[src/rtl/bmide_pkg.sv]
package bmide_pkg;

  // access width codes
  localparam logic [1:0] SZ_BYTE = 2'd0;
  localparam logic [1:0] SZ_HALF = 2'd1;

  // byte offsets inside the lower register group
  localparam int unsigned OFS_CMD    = 0;
  localparam int unsigned OFS_FILL_A = 1;
  localparam int unsigned OFS_STAT   = 2;
  localparam int unsigned OFS_FILL_B = 3;

  localparam logic [7:0] FILL_BYTE = 8'hFF;

  // command byte fields
  localparam int unsigned CMD_GO_BIT  = 0;
  localparam int unsigned CMD_DIR_BIT = 3;
  localparam logic [7:0]  CMD_KEEP    = 8'h09;

  // status byte fields
  localparam int unsigned ST_ACT_BIT = 0;
  localparam int unsigned ST_ERR_BIT = 1;
  localparam int unsigned ST_IRQ_BIT = 2;
  localparam logic [7:0]  ST_RW_MASK = 8'h60;
  localparam logic [7:0]  ST_ERR_MSK = 8'h02;
  localparam logic [7:0]  ST_IRQ_MSK = 8'h04;

endpackage

[src/rtl/bmide_rst_sync.sv]
module bmide_rst_sync (
  input  logic clk,
  input  logic rst_n_in,
  output logic rst_n_out
);

  logic [1:0] sync_q;

  always_ff @(posedge clk or negedge rst_n_in) begin
    if (!rst_n_in) begin
      sync_q <= 2'b00;
    end else begin
      sync_q <= {sync_q[0], 1'b1};
    end
  end

  assign rst_n_out = sync_q[1];

endmodule

[src/rtl/bmide_lane_dec.sv]
module bmide_lane_dec
  import bmide_pkg::*;
#(
  parameter int unsigned WIN_BYTES  = 8,
  parameter int unsigned DATA_BYTES = 4,
  parameter int unsigned AW         = $clog2(WIN_BYTES),
  parameter int unsigned GW         = $clog2(DATA_BYTES)
) (
  input  logic                    acc_wr,
  input  logic [AW-1:0]           acc_addr,
  input  logic [1:0]              acc_size,
  input  logic [8*DATA_BYTES-1:0] acc_wdata,
  input  logic [8*WIN_BYTES-1:0]  win_flat,
  output logic [WIN_BYTES-1:0]    wr_be,
  output logic [8*WIN_BYTES-1:0]  wr_bytes,
  output logic [8*DATA_BYTES-1:0] acc_rdata
);

  logic [GW:0]    nbytes;
  logic [GW-1:0]  off;
  logic [AW-GW-1:0] grp;

  always_comb begin
    case (acc_size)
      SZ_BYTE: nbytes = (GW+1)'(1);
      SZ_HALF: nbytes = (GW+1)'(2);
      default: nbytes = (GW+1)'(DATA_BYTES);
    endcase
  end

  assign off = acc_addr[GW-1:0];
  assign grp = acc_addr[AW-1:GW];

  // write lanes: one per window byte
  for (genvar i = 0; i < WIN_BYTES; i++) begin : g_wlane
    localparam logic [AW-1:0] IDX = AW'(i);
    logic [GW-1:0] rel;
    logic          hit;
    always_comb begin
      rel = IDX[GW-1:0] - off;
      hit = (IDX[AW-1:GW] == grp) && (IDX[GW-1:0] >= off) && ({1'b0, rel} < nbytes);
      wr_be[i] = acc_wr && hit;
      wr_bytes[8*i +: 8] = acc_wdata[8*rel +: 8];
    end
  end

  // read lanes: one per data byte, right-aligned
  for (genvar k = 0; k < DATA_BYTES; k++) begin : g_rlane
    logic [GW:0]   pos;
    logic [AW-1:0] src;
    logic          valid;
    always_comb begin
      pos   = {1'b0, off} + (GW+1)'(k);
      valid = ((GW+1)'(k) < nbytes) && !pos[GW];
      src   = {grp, pos[GW-1:0]};
      acc_rdata[8*k +: 8] = valid ? win_flat[8*src +: 8] : 8'h00;
    end
  end

endmodule

[src/rtl/bmide_cmd_ctl.sv]
module bmide_cmd_ctl
  import bmide_pkg::*;
(
  input  logic       clk,
  input  logic       rst_n,
  input  logic       cmd_we,
  input  logic [7:0] cmd_wbyte,
  input  logic       xfer_done,
  output logic [7:0] cmd_q,
  output logic       dma_active,
  output logic       dma_start
);

  logic [7:0] cmd_d;
  logic       cmd_en;
  logic       go_rise;
  logic       act_q, act_d;
  logic       start_q, start_d;

  // next state
  always_comb begin
    cmd_en  = cmd_we;
    cmd_d   = cmd_wbyte & CMD_KEEP;
    go_rise = cmd_we && cmd_wbyte[CMD_GO_BIT] && !cmd_q[CMD_GO_BIT];
    start_d = go_rise && !act_q;
    if (start_d) begin
      act_d = 1'b1;
    end else if (xfer_done) begin
      act_d = 1'b0;
    end else begin
      act_d = act_q;
    end
  end

  // registers
  always_ff @(posedge clk or negedge rst_n) begin
    if (!rst_n) begin
      cmd_q   <= 8'h00;
      act_q   <= 1'b0;
      start_q <= 1'b0;
    end else begin
      if (cmd_en) begin
        cmd_q <= cmd_d;
      end
      act_q   <= act_d;
      start_q <= start_d;
    end
  end

  assign dma_active = act_q;
  assign dma_start  = start_q;

endmodule

[src/rtl/bmide_stat_reg.sv]
module bmide_stat_reg
  import bmide_pkg::*;
(
  input  logic       clk,
  input  logic       rst_n,
  input  logic       st_we,
  input  logic [7:0] st_wbyte,
  input  logic       dma_active,
  input  logic       xfer_err,
  input  logic       chan_irq_in,
  output logic [7:0] stat_byte,
  output logic       irq_pend,
  output logic       irq_out
);

  logic [7:0] rw_q, rw_d;
  logic       rw_en;
  logic       err_q, err_d;
  logic       pend_q, pend_d;
  logic       irq_prev_q;
  logic       irq_rise;
  logic       clr_err, clr_pend;

  // next state: events set, one-writes clear, set wins
  always_comb begin
    rw_en    = st_we;
    rw_d     = st_wbyte & ST_RW_MASK;
    clr_err  = st_we && (|(st_wbyte & ST_ERR_MSK));
    clr_pend = st_we && (|(st_wbyte & ST_IRQ_MSK));
    irq_rise = chan_irq_in && !irq_prev_q;
    err_d    = xfer_err || (err_q && !clr_err);
    pend_d   = irq_rise || (pend_q && !clr_pend);
  end

  // registers
  always_ff @(posedge clk or negedge rst_n) begin
    if (!rst_n) begin
      rw_q       <= 8'h00;
      err_q      <= 1'b0;
      pend_q     <= 1'b0;
      irq_prev_q <= 1'b0;
    end else begin
      if (rw_en) begin
        rw_q <= rw_d;
      end
      err_q      <= err_d;
      pend_q     <= pend_d;
      irq_prev_q <= chan_irq_in;
    end
  end

  always_comb begin
    stat_byte             = rw_q;
    stat_byte[ST_ACT_BIT] = dma_active;
    stat_byte[ST_ERR_BIT] = err_q;
    stat_byte[ST_IRQ_BIT] = pend_q;
  end

  assign irq_pend = pend_q;
  assign irq_out  = chan_irq_in;

endmodule

[src/rtl/bmide_ptr_reg.sv]
module bmide_ptr_reg #(
  parameter int unsigned PTR_BYTES  = 4,
  parameter int unsigned ALIGN_BITS = 2
) (
  input  logic                   clk,
  input  logic                   rst_n,
  input  logic [PTR_BYTES-1:0]   ptr_be,
  input  logic [8*PTR_BYTES-1:0] ptr_wbytes,
  output logic [8*PTR_BYTES-1:0] ptr_q
);

  localparam logic [7:0] LOW_MASK = ~8'((1 << ALIGN_BITS) - 1);

  for (genvar b = 0; b < PTR_BYTES; b++) begin : g_pbyte
    logic [7:0] byte_q, byte_d;
    logic       byte_en;
    always_comb begin
      byte_en = ptr_be[b];
      if (b == 0) begin
        byte_d = ptr_wbytes[8*b +: 8] & LOW_MASK;
      end else begin
        byte_d = ptr_wbytes[8*b +: 8];
      end
    end
    always_ff @(posedge clk or negedge rst_n) begin
      if (!rst_n) begin
        byte_q <= 8'h00;
      end else if (byte_en) begin
        byte_q <= byte_d;
      end
    end
    assign ptr_q[8*b +: 8] = byte_q;
  end

endmodule

[src/rtl/bmide_regfile.sv]
module bmide_regfile
  import bmide_pkg::*;
#(
  parameter int unsigned DATA_W = 32,
  parameter int unsigned ADDR_W = 3
) (
  input  logic              clk,
  input  logic              rst_n,
  input  logic              acc_wr,
  input  logic [ADDR_W-1:0] acc_addr,
  input  logic [1:0]        acc_size,
  input  logic [DATA_W-1:0] acc_wdata,
  output logic [DATA_W-1:0] acc_rdata,
  input  logic              xfer_done,
  input  logic              xfer_err,
  input  logic              chan_irq_in,
  output logic              irq_out,
  output logic [DATA_W-1:0] tbl_base,
  output logic              dma_start,
  output logic              dma_active,
  output logic              xfer_dir
);

  localparam int unsigned DATA_BYTES = DATA_W / 8;
  localparam int unsigned WIN_BYTES  = 2 * DATA_BYTES;

  logic                   rst_sync_n;
  logic [WIN_BYTES-1:0]   wr_be;
  logic [8*WIN_BYTES-1:0] wr_bytes;
  logic [8*WIN_BYTES-1:0] win_flat;
  logic [7:0]             cmd_q;
  logic [7:0]             stat_byte;
  logic                   irq_pend;
  logic [DATA_W-1:0]      ptr_q;
  logic                   unused_fill_wr;

  bmide_rst_sync u_rst (
    .clk       (clk),
    .rst_n_in  (rst_n),
    .rst_n_out (rst_sync_n)
  );

  bmide_lane_dec #(
    .WIN_BYTES  (WIN_BYTES),
    .DATA_BYTES (DATA_BYTES),
    .AW         (ADDR_W)
  ) u_lane (
    .acc_wr    (acc_wr),
    .acc_addr  (acc_addr),
    .acc_size  (acc_size),
    .acc_wdata (acc_wdata),
    .win_flat  (win_flat),
    .wr_be     (wr_be),
    .wr_bytes  (wr_bytes),
    .acc_rdata (acc_rdata)
  );

  bmide_cmd_ctl u_cmd (
    .clk        (clk),
    .rst_n      (rst_sync_n),
    .cmd_we     (wr_be[OFS_CMD]),
    .cmd_wbyte  (wr_bytes[8*OFS_CMD +: 8]),
    .xfer_done  (xfer_done),
    .cmd_q      (cmd_q),
    .dma_active (dma_active),
    .dma_start  (dma_start)
  );

  bmide_stat_reg u_stat (
    .clk         (clk),
    .rst_n       (rst_sync_n),
    .st_we       (wr_be[OFS_STAT]),
    .st_wbyte    (wr_bytes[8*OFS_STAT +: 8]),
    .dma_active  (dma_active),
    .xfer_err    (xfer_err),
    .chan_irq_in (chan_irq_in),
    .stat_byte   (stat_byte),
    .irq_pend    (irq_pend),
    .irq_out     (irq_out)
  );

  bmide_ptr_reg #(
    .PTR_BYTES (DATA_BYTES)
  ) u_ptr (
    .clk        (clk),
    .rst_n      (rst_sync_n),
    .ptr_be     (wr_be[WIN_BYTES-1:DATA_BYTES]),
    .ptr_wbytes (wr_bytes[8*WIN_BYTES-1:8*DATA_BYTES]),
    .ptr_q      (ptr_q)
  );

  // window image: lower group holds control bytes, upper group the pointer
  always_comb begin
    for (int b = 0; b < DATA_BYTES; b++) begin
      win_flat[8*b +: 8] = FILL_BYTE;
    end
    win_flat[8*OFS_CMD  +: 8] = cmd_q;
    win_flat[8*OFS_STAT +: 8] = stat_byte;
    win_flat[8*DATA_BYTES +: DATA_W] = ptr_q;
  end

  // writes to the fill bytes have nowhere to go
  assign unused_fill_wr = ^{wr_be[OFS_FILL_A], wr_be[OFS_FILL_B],
                            wr_bytes[8*OFS_FILL_A +: 8], wr_bytes[8*OFS_FILL_B +: 8],
                            irq_pend};

  assign tbl_base = ptr_q;
  assign xfer_dir = cmd_q[CMD_DIR_BIT];

endmodule

[config.mk]
export PLATFORM = sky130hd
export DESIGN_NAME = bmide_regfile
export DESIGN_NICKNAME = d
export VERILOG_FILES = /design/src/rtl/bmide_pkg.sv /design/src/rtl/bmide_rst_sync.sv /design/src/rtl/bmide_lane_dec.sv /design/src/rtl/bmide_cmd_ctl.sv /design/src/rtl/bmide_stat_reg.sv /design/src/rtl/bmide_ptr_reg.sv /design/src/rtl/bmide_regfile.sv
export SDC_FILE = /design/constraint.sdc
export NUM_CORES = 1
export LEC_CHECK = 0
export ABC_AREA = 1
export BUFFER_PORTS_ARGS = -buffer_cell sky130_fd_sc_hd__buf_2
export CAP_MARGIN = 30
export CORE_MARGIN = 1.5
export CORE_UTILIZATION = 45
export CTS_CLUSTER_DIAMETER = 100
export DETAILED_ROUTE_END_ITERATION = 8
export PLACE_DENSITY = 0.73
export SYNTH_ARGS = -nofsm -noshare
export SYNTH_HDL_FRONTEND = slang
export SYNTH_SLANG_ARGS = --single-unit
[constraint.sdc]
create_clock -name clk -period 1.39 [get_ports clk]
set_input_delay 0.0695 -clock clk [delete_from_list [all_inputs] [get_ports clk]]
set_output_delay 0.0695 -clock clk [all_outputs]
set_load 0.005 [all_outputs]
# After elaboration in Yosys (flattened, before gate mapping)
# Cells that the tools add are included.
[word_totals]
output_inout_bits = 68
ff_bits = 41
[op_classes]
addsub = 7
mux = 7
shift = 8
n_eq_ne = 1
order_cmp = 12
n_reduce_logical = 41
bitwise = 1
[op_table]
columns = ["op", "n"]
rows = [
  ["64-bit by 7-bit indexed part select with 8-bit output", 4],
  ["32-bit by 6-bit indexed part select with 8-bit output", 4],
  ["8-bit two-way mux", 4],
  ["1-bit logical AND", 29],
  ["2-bit by 3-bit < comparator with 1-bit output", 4],
  ["1-bit zero test", 8],
  ["2-bit by 2-bit adder with 3-bit output (second input constant)", 2],
  ["1-bit by 3-bit < comparator with 1-bit output (first input constant)", 2],
  ["2-bit by 3-bit < comparator with 1-bit output (first input constant)", 2],
  ["3-bit one-hot mux with 2 select lines", 1],
  ["1-bit by 2-bit greater-or-equal comparator with 1-bit output (first input constant)", 2],
  ["2-bit greater-or-equal comparator (first input constant)", 2],
  ["1-bit by 2-bit subtractor with 2-bit output (first input constant)", 2],
  ["2-bit subtractor (first input constant)", 2],
  ["2-bit by 1-bit adder with 3-bit output (second input constant)", 1],
  ["2-bit by 1-bit equality test with 1-bit output (second input constant)", 1],
  ["2-bit zero test", 1],
  ["1-bit logical OR", 2],
  ["1-bit two-way mux", 2],
  ["2-bit nonzero test", 1],
  ["1-bit inverter", 1],
]

# Logic depth before layout (Yosys ltp)
[depth]
ltp_word = 9
depth_mapped = 14

# By module
# Synthesis repeated with hierarchy kept, for this count alone.
[unflattened]
cells_unflattened = 788
area_unflattened_um2 = 4648.2
[by_module_without_submodules]
columns = ["module", "area_per_inst_um2", "n_inst", "cells_each"]
rows = [
  ["bmide_lane_dec", 2994.1, 1, 602],
  ["bmide_ptr_reg", 1156.1, 1, 130],
  ["bmide_stat_reg", 240.2, 1, 28],
  ["bmide_cmd_ctl", 200.2, 1, 24],
  ["bmide_rst_sync", 53.8, 1, 3],
  ["bmide_regfile", 3.8, 1, 1],
]

# Worst setup path before layout
# Ideal clock, no wire load.
[synth_path]
path_type = "input port to flip-flop"
start = "input acc_addr[1]"
end = "register u_cmd.cmd_q[3]"
required_time_ns = 1.273
setup_slack_ns = -0.305
setup_time_ns = 0.117
n_path_buf = 3
cell_stages = 13
arrival_time_ns = 1.579
path_cell_list = "inv_2 > clkbuf_1 > ha_1 > buf_6 > inv_4 > nand3_1 > nand2_2 > nor2_1 > nor2_2 > buf_6 > nand2_1 > nand2_1 > nand2_1"
[synth_via]
elab_chain_cells = 4
[synth_rtl]
columns = ["element", "line_no", "source"]
rows = [
  ["from (decl)", "bmide_regfile.sv:10", "input logic [ADDR_W-1:0] acc_addr,"],
  ["branches (longest 4 deep; another with 1-bit by 2-bit subtractor with 2-bit output)", "n/a", ""],
  ["to (signal assigned)", "bmide_cmd_ctl.sv:43", "cmd_q <= cmd_d;"],
  ["to (decl)", "bmide_cmd_ctl.sv:9", "output logic [7:0] cmd_q,"],
]
# Parallel ways; which one is timed is not known.
# A chain may end at the register's enable or synchronous reset.

# Final worst setup path
[layout_path]
start = "register u_ptr.g_pbyte[2].byte_q[7]"
end = "output acc_rdata[7]"
[layout_via]
elab_chain_cells = 2
[layout_rtl]
columns = ["element", "line_no", "source"]
rows = [
  ["from (decl)", "bmide_ptr_reg.sv:15", "logic [7:0] byte_q, byte_d;"],
  ["from (signal assigned)", "bmide_ptr_reg.sv:29", "byte_q <= byte_d;"],
  ["64-bit by 7-bit indexed part select with 8-bit output", "bmide_lane_dec.sv:56", "acc_rdata[8*k +: 8] = valid ? win_flat[8*src +: 8] : 8'h00;"],
  ["8-bit two-way mux", "bmide_lane_dec.sv:56", ""],
  ["to (decl)", "bmide_regfile.sv:13", "output logic [DATA_W-1:0] acc_rdata,"],
]
# Every way passes these cells.

==> flow_metrics.py <==
metrics = {
    "placed_design": {
        "hpwl_um": 11100,
        "io_buffers": 108,
        "gp_congestion": 0.922,
        "dpl.cell_count": 861,
        "dp_slack_ns": -0.166,
        "placed_area_mm2": 0.00472,
    },
    "timing": {
        "max_slew_margin_pct": 64.2,
        "fin_skew_ns": 0.00465,
        "setup-tns-final_ns": -0.282,
        "max_clock_freq_mhz": 683,
        "worst_slack_ns": -0.0750,
        "finalSetupViolCount": 13,
        "hold_violations": 0,
        "tightest_slew_ns": 0.537,
        "fin_crit_sh_pct": 105,
        "rsz0062_at_grt": "true",
        "min_period_ns": 1.47,
        "final-max-slew-violation-count": 0,
    },
    "global_route": {
        "grtUsageTotal_pct": 31.7,
        "antenna_found_initial": 0,
        "grt_first_pass_wirelength_um": 22000,
        "grt_max_degree": 46,
        "gr-total-overflow": 0,
        "grt_pass1_vias": 4365,
    },
    "die": {
        "io_pins": 111,
        "dieWidth_um": 95.6,
        "die_y_um": 95.6,
        "num_rows": 33,
        "dieArea_mm2": 0.00915,
        "initial_utilization_pct": 46.8,
        "core_mm2": 0.00826,
    },
    "detailed_routing": {
        "viasPerCell": 5.47,
        "firstDrtPassIters": 5,
        "drt_iter0_drc": 299,
        "antenna_left": 0,
        "drcViolationCount": 0,
        "routedWlPerCell_um": 16.2,
        "drt_wl_total_um": 14500,
        "vias": 4919,
    },
    "job": {
        "maxCapViolCount": 0,
    },
    "power_and_ir_drop": {
        "ir_drop_uv": 488,
        "power_density_mw_per_mm2": 1020,
        "leakage_nw": 2.91,
        "total_power_mw": 5.49,
    },
    "critical_path": {
        "cp_max_fo": 3,
        "r2r_start": "u_cmd.dma_active$_DFFE_PN0P_",
        "critPathCaptureType": "output pin",
        "worstSetupPathType": "register to output pin",
        "cp-startpoint": "u_ptr.g_pbyte[2].byte_q[7]$_DFFE_PN0P_",
        "critPathLaunchType": "register",
        "required_ns": 1.32,
        "arrival_ns": 1.40,
    },
    "yosys": {
        "synthMuxAreaShare_pct": 0.259,
        "synth_fa_ha_area_share_pct": 2.27,
        "synth.distinct_cells": 34,
        "ys.flop_type": "dfrtp_1",
        "synth_enable_flop_cells": 0,
        "async_flop_share_pct": 100,
        "ys_ff_latch": 41,
        "ys_seq_area_share_pct": 26.6,
        "synth_cells": 643,
        "synth_top_family_by_area": "simple AND/OR/NAND/NOR gates",
        "syn_area_mm2": 0.00386,
        "yosys_warnings": 0,
        "synth-simple-area-share_pct": 36.5,
        "synth-xor-area-share_pct": 0,
        "synth_compound_area_share_pct": 20.7,
        "syn_avg_cell_area_um2": 6.01,
    },
    "cts": {
        "cts_tree": "yes",
        "cts_buffers": 5,
        "cts_root_buffer": "clkbuf_8",
        "cts_max_level": 2,
        "cts.sink_count": 41,
        "clkLatencyLatePin_ns": 0.30,
        "clk_path_buf_depth": 2,
        "clk_pin_slew_worst_paths_ns": 0.09,
    },
    "status": {
        "violations": "negative setup slack",
        "status": "finished with violations",
    },
    "final_layout": {
        "layout.nets": 843,
        "area_growth_pct": 39.3,
        "layout_commonest_cell": "nand2_1",
        "final_cell_mix": "219 x nand2_1, 105 x buf_2, 62 x buf_4",
        "diodes": 0,
        "drive_above_1_share_pct": 38.2,
        "final_cell_area_mm2": 0.00538,
        "final_cells": 899,
    },
    "min_path": {
        "hp-start": "xfer_done",
        "worstHoldPathType": "primary input to register",
    },
}
-- what timing repair did --
action / in CTS / in global routing
hold endpoints to repair: 4 / 0
cloned: 0 / 1
pin swaps: 8 / 21
setup endpoints to repair: 32 / 32
gates resized for setup: 42 / 70
hold buffers: 2 / 0
setup buffers: 19 / 8
-- synthesized netlist by cell type, types with 8 or more instances --
| cell type | n | area, um^2 |
|---|---|---|
| a21oi_1 | 25 | 125 |
| buf_4 | 8 | 60.1 |
| buf_6 | 8 | 90.1 |
| clkbuf_1 | 14 | 52.6 |
| dfrtp_1 | 41 | 1030 |
| inv_1 | 65 | 244 |
| nand2_1 | 232 | 871 |
| nand3_1 | 66 | 330 |
| nor2_1 | 14 | 52.6 |
| o21ai_0 | 68 | 340 |
| o21ai_1 | 32 | 160 |
-- cell type report --
| cell class | instances | area [um^2] |
|---|---|---|
| clock inverters | 3 | 46.3 |
| fillers | 764 | 2880 |
| clock buffers | 5 | 68.8 |
| inverters | 72 | 290 |
| well taps | 105 | 131 |
| multi-input cells | 491 | 2580 |
| flip-flops and latches | 41 | 1040 |
| repair buffers | 182 | 1220 |
-- power by group --
part,internal (mW),switching [mW]
Sequential,1.46,0.340
Combinational,1.19,1.49
Clock,0.538,0.467
-- layer usage --
| metal | up-vias | global-route usage [%] | share of wire, % |
|---|---|---|---|
| met3 | 28 | 3.99 | 9.0 |
| met4 | 0 | 11.8 | 3.2 |
| met5 | - | 0 | 0 |
| met1 | 2248 | 42.4 | 41 |
| met2 | 269 | 51.8 | 47 |
| li1 | 2374 | - | - |
-- cell families (layout without fill, tap and decap cells) --
group	count (synthesis)	in the layout
other	2	3
buffers and inverters	112	262
DFF	41	41
muxes	1	1
adders and majority gates	7	7
and+or+nand+nor	333	333
AOI/OAI and AO/OA	147	147
-- final timing paths --
check	endpoint	slack [ns]	depth (start not counted)
max reg2reg	u_cmd.dma_active$_DFFE_PN0P_	0.38	4
min reg2reg	u_ptr.g_pbyte[2].byte_q[6]$_DFFE_PN0P_	0.31	1
max in group asynchronous	u_ptr.g_pbyte[1].byte_q[3]$_DFFE_PN0P_	0.67	1
min in group asynchronous	u_rst.sync_q[0]$_DFF_PN0_	0.08	2
min	u_cmd.dma_active$_DFFE_PN0P_	0.009	3
max	acc_rdata[7]	-0.08	6
-- critical path, cell delays in order, from the launching register on --
cell and delay (ns):
dfrtp_2 0.46, or2_4 0.24, o21ai_2 0.07, nand2_1 0.08, nand3_2 0.07, nand2_1 0.05
buf_2 0.12
-- state kept, by name (all words and copies together), names as in the netlist --
register              count
u_cmd.cmd_q               2
u_stat.rw_q               2
u_ptr.g_pbyte.byte_q     30
u_cmd.dma_start           1
u_cmd.dma_active          1
u_rst.sync_q              2
u_stat.irq_prev_q         1
u_stat.err_q              1
u_stat.irq_pend           1
-- stage by stage --
step	hold WS (ns)	utilization [%]
after floorplan	-0.226	-
after global placement	-0.145	57.2
after detailed placement	-0.143	57.2
after CTS	0.00287	61.5
after global routing	0.0177	65.2
final	0.00887	65.2
No activity file was read; power rests on OpenSTA's default activity.
